File: src/rtl/bcc_pkg.sv
// Shared types for the bus cycle controller.
// Assumes: one cycle at a time, no bursts.
package bcc_pkg;
    typedef enum logic [1:0] {
        PH_IDLE   = 2'd0,
        PH_SETUP  = 2'd1,
        PH_WAIT   = 2'd2,
        PH_FINISH = 2'd3
    } phase_e;
endpackage

File: src/rtl/bcc_sequencer.sv
// Phase sequencer: idle -> setup -> wait (repeats while ready low) -> finish.
// Assumes: bus_ready is meaningful only in the wait phase.
module bcc_sequencer
    import bcc_pkg::*;
(
    input  logic   clk,
    input  logic   rst_n,
    input  logic   req_valid,
    input  logic   bus_ready,
    output phase_e phase,
    output logic   accept,
    output logic   capture
);
    phase_e phase_q;
    phase_e phase_d;

    // Take a request only when no cycle runs.
    assign accept  = (phase_q == PH_IDLE) && req_valid;
    // Last wait clock: ready high closes the wait phase.
    assign capture = (phase_q == PH_WAIT) && bus_ready;
    assign phase   = phase_q;

    // Next-phase selection.
    always_comb begin
        phase_d = phase_q;
        unique case (phase_q)
            PH_IDLE:   if (req_valid) phase_d = PH_SETUP;
            PH_SETUP:  phase_d = PH_WAIT;
            PH_WAIT:   if (bus_ready) phase_d = PH_FINISH;
            PH_FINISH: phase_d = PH_IDLE;
            default:   phase_d = PH_IDLE;
        endcase
    end

    // Phase register with synchronous reset.
    always_ff @(posedge clk) begin
        if (!rst_n) phase_q <= PH_IDLE;
        else        phase_q <= phase_d;
    end

    AST_ACCEPT_TO_SETUP: assert property (@(posedge clk) disable iff (!rst_n)
        accept |=> phase_q == PH_SETUP);
    AST_SETUP_IGNORES_READY: assert property (@(posedge clk) disable iff (!rst_n)
        phase_q == PH_SETUP |=> phase_q == PH_WAIT);
    AST_SETUP_FROM_IDLE: assert property (@(posedge clk) disable iff (!rst_n)
        phase_q == PH_SETUP |-> $past(phase_q) == PH_IDLE);
    AST_WAIT_EXTENDS: assert property (@(posedge clk) disable iff (!rst_n)
        (phase_q == PH_WAIT && !bus_ready) |=> phase_q == PH_WAIT);
endmodule

File: src/rtl/bcc_datapath.sv
// Request holding registers and read-data capture.
// Assumes: accept and capture come from the sequencer and never coincide.
module bcc_datapath #(
    parameter int ADDR_W = 16,
    parameter int DATA_W = 32
) (
    input  logic              clk,
    input  logic              rst_n,
    input  logic              accept,
    input  logic              capture,
    input  logic              req_write,
    input  logic [ADDR_W-1:0] req_addr,
    input  logic [DATA_W-1:0] req_wdata,
    input  logic [DATA_W-1:0] bus_rdata,
    output logic              wr_q,
    output logic [ADDR_W-1:0] addr_q,
    output logic [DATA_W-1:0] wdata_q,
    output logic [DATA_W-1:0] rd_data
);
    // Hold the request for the length of the cycle.
    always_ff @(posedge clk) begin
        if (!rst_n) begin
            wr_q    <= 1'b0;
            addr_q  <= '0;
            wdata_q <= '0;
        end else if (accept) begin
            wr_q    <= req_write;
            addr_q  <= req_addr;
            wdata_q <= req_wdata;
        end
    end

    // Take the data bus on the edge that ends the wait phase of a read.
    always_ff @(posedge clk) begin
        if (!rst_n)                rd_data <= '0;
        else if (capture && !wr_q) rd_data <= bus_rdata;
    end

    AST_READ_CAPTURE: assert property (@(posedge clk) disable iff (!rst_n)
        (capture && !wr_q) |=> rd_data == $past(bus_rdata));
    AST_WRITE_KEEPS_RDATA: assert property (@(posedge clk) disable iff (!rst_n)
        (capture && wr_q) |=> $stable(rd_data));
endmodule

File: src/rtl/bus_cycle_ctrl.sv
// Processor-side bus cycle controller (top).
// Runs one read or write cycle of at least three clocks per request and
// stretches the middle clock while the memory is not ready.
// Assumes: a single requester; rd_data is valid from the finish clock.
module bus_cycle_ctrl
    import bcc_pkg::*;
#(
    parameter int ADDR_W = 16,
    parameter int DATA_W = 32
) (
    input  logic              clk,
    input  logic              rst_n,
    input  logic              req_valid,
    input  logic              req_write,
    input  logic [ADDR_W-1:0] req_addr,
    input  logic [DATA_W-1:0] req_wdata,
    output logic              req_done,
    output logic [DATA_W-1:0] rd_data,
    output logic [ADDR_W-1:0] bus_addr,
    output logic [DATA_W-1:0] bus_wdata,
    output logic              bus_data_oe,
    output logic              bus_rd,
    output logic              bus_wr,
    input  logic [DATA_W-1:0] bus_rdata,
    input  logic              bus_ready
);
    phase_e            phase;
    logic              accept;
    logic              capture;
    logic              wr_q;
    logic [ADDR_W-1:0] addr_q;
    logic [DATA_W-1:0] wdata_q;
    logic              in_cycle;
    logic              strobe_on;

    bcc_sequencer u_seq (
        .clk       (clk),
        .rst_n     (rst_n),
        .req_valid (req_valid),
        .bus_ready (bus_ready),
        .phase     (phase),
        .accept    (accept),
        .capture   (capture)
    );

    bcc_datapath #(
        .ADDR_W (ADDR_W),
        .DATA_W (DATA_W)
    ) u_dp (
        .clk       (clk),
        .rst_n     (rst_n),
        .accept    (accept),
        .capture   (capture),
        .req_write (req_write),
        .req_addr  (req_addr),
        .req_wdata (req_wdata),
        .bus_rdata (bus_rdata),
        .wr_q      (wr_q),
        .addr_q    (addr_q),
        .wdata_q   (wdata_q),
        .rd_data   (rd_data)
    );

    // Phase decode: the strobe covers setup and wait, and drops in finish.
    always_comb begin
        in_cycle  = (phase != PH_IDLE);
        strobe_on = (phase == PH_SETUP) || (phase == PH_WAIT);
    end

    // Bus pin drive from the held request and the current phase.
    always_comb begin
        bus_addr    = in_cycle ? addr_q : '0;
        bus_rd      = strobe_on && !wr_q;
        bus_wr      = strobe_on && wr_q;
        bus_data_oe = in_cycle && wr_q;
        bus_wdata   = (in_cycle && wr_q) ? wdata_q : '0;
        req_done    = (phase == PH_FINISH);
    end

    AST_DONE_ONE_CLOCK: assert property (@(posedge clk) disable iff (!rst_n)
        req_done |=> !req_done);
    AST_READY_ENDS_WAIT: assert property (@(posedge clk) disable iff (!rst_n)
        capture |=> req_done && !bus_rd && !bus_wr);
    AST_WAIT_HOLDS_BUS: assert property (@(posedge clk) disable iff (!rst_n)
        (phase == PH_WAIT && !bus_ready) |=>
        ((bus_rd || bus_wr) && $stable(bus_addr) && $stable(bus_wdata)));
    AST_OE_NOT_READ: assert property (@(posedge clk) disable iff (!rst_n)
        bus_data_oe |-> !bus_rd);
    AST_ONE_STROBE: assert property (@(posedge clk) disable iff (!rst_n)
        !(bus_rd && bus_wr));
endmodule

File: config.mk
export PLATFORM = sky130hd
export DESIGN_NAME = bus_cycle_ctrl
export DESIGN_NICKNAME = d
export VERILOG_FILES = /design/src/rtl/bcc_pkg.sv /design/src/rtl/bcc_sequencer.sv /design/src/rtl/bcc_datapath.sv /design/src/rtl/bus_cycle_ctrl.sv
export SDC_FILE = /design/constraint.sdc
export NUM_CORES = 1
export LEC_CHECK = 0
export ABC_AREA = 0
export BUFFER_PORTS_ARGS = -buffer_cell sky130_fd_sc_hd__buf_2
export CAP_MARGIN = 20
export CORE_UTILIZATION = 35
export CTS_BUF_LIST = sky130_fd_sc_hd__clkbuf_4
export CTS_CLUSTER_DIAMETER = 200
export DETAILED_ROUTE_END_ITERATION = 8
export GPL_TIMING_DRIVEN = 0
export PLACE_DENSITY = 0.7
export SYNTH_ARGS = -nofsm -noshare
export SYNTH_HDL_FRONTEND = slang
export SYNTH_SLANG_ARGS = --single-unit
File: constraint.sdc
create_clock -name clk -period 3 [get_ports clk]
set_input_delay 0.15 -clock clk [delete_from_list [all_inputs] [get_ports clk]]
set_output_delay 0.15 -clock clk [all_outputs]
set_load 0.02 [all_outputs]
==> qor.yml <==
period_share: 0.807
powerDensity_nw_per_um2: 555
wl_per_cell_um: 12.7
relSlewSlack: 0.692
die_y_um: 102
ys_seq_area_frac: 0.477
crit_fanout: 10
cts-resized-gates: 0
gr-total-overflow: 0
mappedNetlistNets: 518
worstSetupPathType: "flip-flop to output port"
synth-edff-count: 0
drive_above_1_share: 0.292
dpl.cell_count: 729
reg2reg_from: "u_seq.phase[0]$_SDFFE_PN0P_"
synth_warnings: 0
r2r.worst_path.cells: 8
synth.most_common_cell: "nand2_1"
fp.coreArea_um2: 9730
synthSimpleGateAreaFrac: 0.289
setup_tns_ns: 0
worstHoldStart: "bus_ready"
synth_flop_cell: "dfxtp_1"
rows: 36
post_dp_cell_area_um2: 4490
synth_area_um2: 3480
yosys-top-cells-area: "dfxtp_1 (48%), nand2_1 (14%), a21boi_0 (8.4%)"
worst_ep_arrival_time_ns: 2.27
grt_usage: 0.200
gp_congestion: 0.680
hpwl_um: 6760
setup_violations: 0
yosys.area.top_type: "dfxtp_1"
synthMuxAreaShare: 0.00287
period_needed_ns: 2.42
cts_root_buf: "clkbuf_4"
clock_skew_ns: 0.0120
port_buffers: 167
synthAdderAreaFrac: 0.0144
diodes: 0
htree_levels: 3
dieWidth_um: 102
status: "complete, no violations"
cp-end-kind: "output port"
antenna_found_initial: 0
syn-instance-count: 429
r2r_setup_slack_ns: 1.41
die_area_um2: 10400
cap_violations: 0
wl_um: 10400
slew_viol_final: 0
avgSynthCellArea_um2: 8.12
grt_start_max_net_pins: 13
cts-buffers-inserted: 9
clk_latency_ns: 0.43
reg2reg_to: "u_dp.wdata_q[30]$_SDFFE_PN0P_"
drtAntennaViolNets: 0
synth.top_cell.area_share: 0.477
finalCoreUtilization: 0.557
holdPathEnd: "u_seq.phase[1]$_SDFFE_PN0P_"
hold_viol: 0
clock-sinks: 83
synth_top_family_by_area: "simple AND/OR/NAND/NOR gates"
fillCellCount: 923
cp.required_ns: 2.85
vias_per_cell: 4.61
grt_pass1_wl_um: 16000
total_power_mw: 3.01
grt_pass1_vias: 3569
seq_area_um2: 1660
cts.path.max_buffers: 2
multi_input_area_um2: 1620
cts_tree: "yes"
start_util: 0.358
clk_pin_slew_ns: 0.12
layout.cells.non_filler: 824
drt_iter0_drc: 65
synth_compound_area_frac: 0.158
startpoint_type: "flip-flop"
area_growth_pct: 55.6
hp-class: "input port to flip-flop"
synthDistinctLibCells: 22
first_pass_iters: 4
ir_drop_mv: 0.311
tightest_slew_ns: 0.462
power.static_leakage_nw: 2.53
io_pins: 169
finalNetCount: 777
ys_top_cells_by_count: "nand2_1 (132), dfxtp_1 (83), a21boi_0 (39)"
synthXorXnorAreaFrac: 0
max_freq_ghz: 0.413
rsz0062_at_grt: "false"
vias: 3800
async_flop_share: 0
route.detailed.drc: 0
hold_depth: 4
fin_area_um2: 5420
ys_ff_latch: 83
-- critical path, stage by stage, from the launching register on --
cell and delay [ns]:
dfxtp_1 0.38, inv_1 0.09, ha_1 0.21, buf_2 0.19
nor2b_2 0.30, clkbuf_1 0.32, and2_1 0.19, buf_2 0.16
-- cell families (layout without fill, tap and decap cells) --
logic type	Yosys count	count (layout)
AO/OA/AOI/OAI	84	84
adder cells (fa/ha/maj)	4	4
buffers and inverters	38	300
flip-flops	83	83
multiplexers	1	1
AND/OR/NAND/NOR	219	219
-- worst max path at each step --
stage,start,endpoint,slack (ns),cells after the start
after floorplan,u_seq.phase[0]$_SDFFE_PN0P_,bus_wdata[22],1.44,6
after global placement,u_seq.phase[0]$_SDFFE_PN0P_,bus_wdata[17],1.06,7
after detailed placement,u_seq.phase[0]$_SDFFE_PN0P_,bus_wdata[5],1.00,7
after CTS,u_seq.phase[0]$_SDFFE_PN0P_,bus_wdata[5],0.49,7
after global routing,u_seq.phase[0]$_SDFFE_PN0P_,bus_wdata[5],0.36,7
final,u_seq.phase[0]$_SDFFE_PN0P_,bus_wdata[5],0.58,7
-- power by group --
group	total, mW	switching, mW	internal (mW)
registers	1.36	0.0826	1.28
logic	1.02	0.605	0.417
clock network	0.625	0.363	0.262
-- metrics by stage --
step | hold slack [ns] | setup WS, ns
floorplan | 0.285 | 1.44
global placement | 0.391 | 1.06
detailed placement | 0.399 | 1.00
CTS | 0.0806 | 0.492
global route | 0.0939 | 0.361
finish | 0.111 | 0.580
-- final cells by class --
cell class,instances,share of cell area
Timing Repair Buffer,248,0.304
Sequential cell,83,0.306
Inverter,3,0.00208
Clock inverter,3,0.00762
Tap cell,133,0.0307
Multi-Input combinational cell,308,0.298
Clock buffer,11,0.0152
Buffer,35,0.0360
-- per-layer routing --
| metal | vias up | wire length [µm] | part of all wire | global-route usage |
|---|---|---|---|---|
| met1 | 1735 | 4520 | 0.43 | 0.226 |
| met3 | 37 | 393 | 0.038 | 0.0407 |
| met2 | 125 | 5170 | 0.49 | 0.351 |
| li1 | 1903 | - | - | - |
| met5 | - | 0 | 0 | 0 |
| met4 | 0 | 366 | 0.035 | 0.109 |
-- layout by cell type (no fill, tap or decap) --
cell type | synthesis | routed
ha_1 | 4 | 4
buf_2 | 9 | 176
buf_1 | 3 | 3
and2_1 | 34 | 34
nand2_1 | 132 | 132
nand3_1 | 32 | 32
o21a_1 | 1 | 1
buf_6 | 4 | 4
a21oi_1 | 1 | 1
nand3b_2 | 1 | 1
nor2b_1 | 18 | 18
nand2_2 | 1 | 1
dfxtp_1 | 83 | 83
clkbuf_1 | 13 | 13
a21boi_0 | 39 | 39
clkinv_1 | 0 | 1
dlygate4sd3_1 | 0 | 81
inv_1 | 3 | 3
buf_4 | 6 | 6
mux2i_1 | 1 | 1
bufinv_16 | 0 | 1
a21boi_1 | 10 | 10
o31a_1 | 1 | 1
nor2b_2 | 1 | 1
o21ai_0 | 32 | 32
clkinvlp_4 | 0 | 1
clkbuf_4 | 0 | 11
-- flip-flops by register name, summed over array words and instances (netlist names) --
register	flops
u_seq.phase	2
u_dp.addr_q	16
u_dp.wdata_q	32
u_dp.wr_q	1
u_dp.rd_data	32
-- timing repair --
action                    in CTS  in global routing
buffers inserted               0                  0
hold endpoints to repair      81                  0
hold buffers                  81                  0
Note: power is estimated with default switching activity, not from simulation.
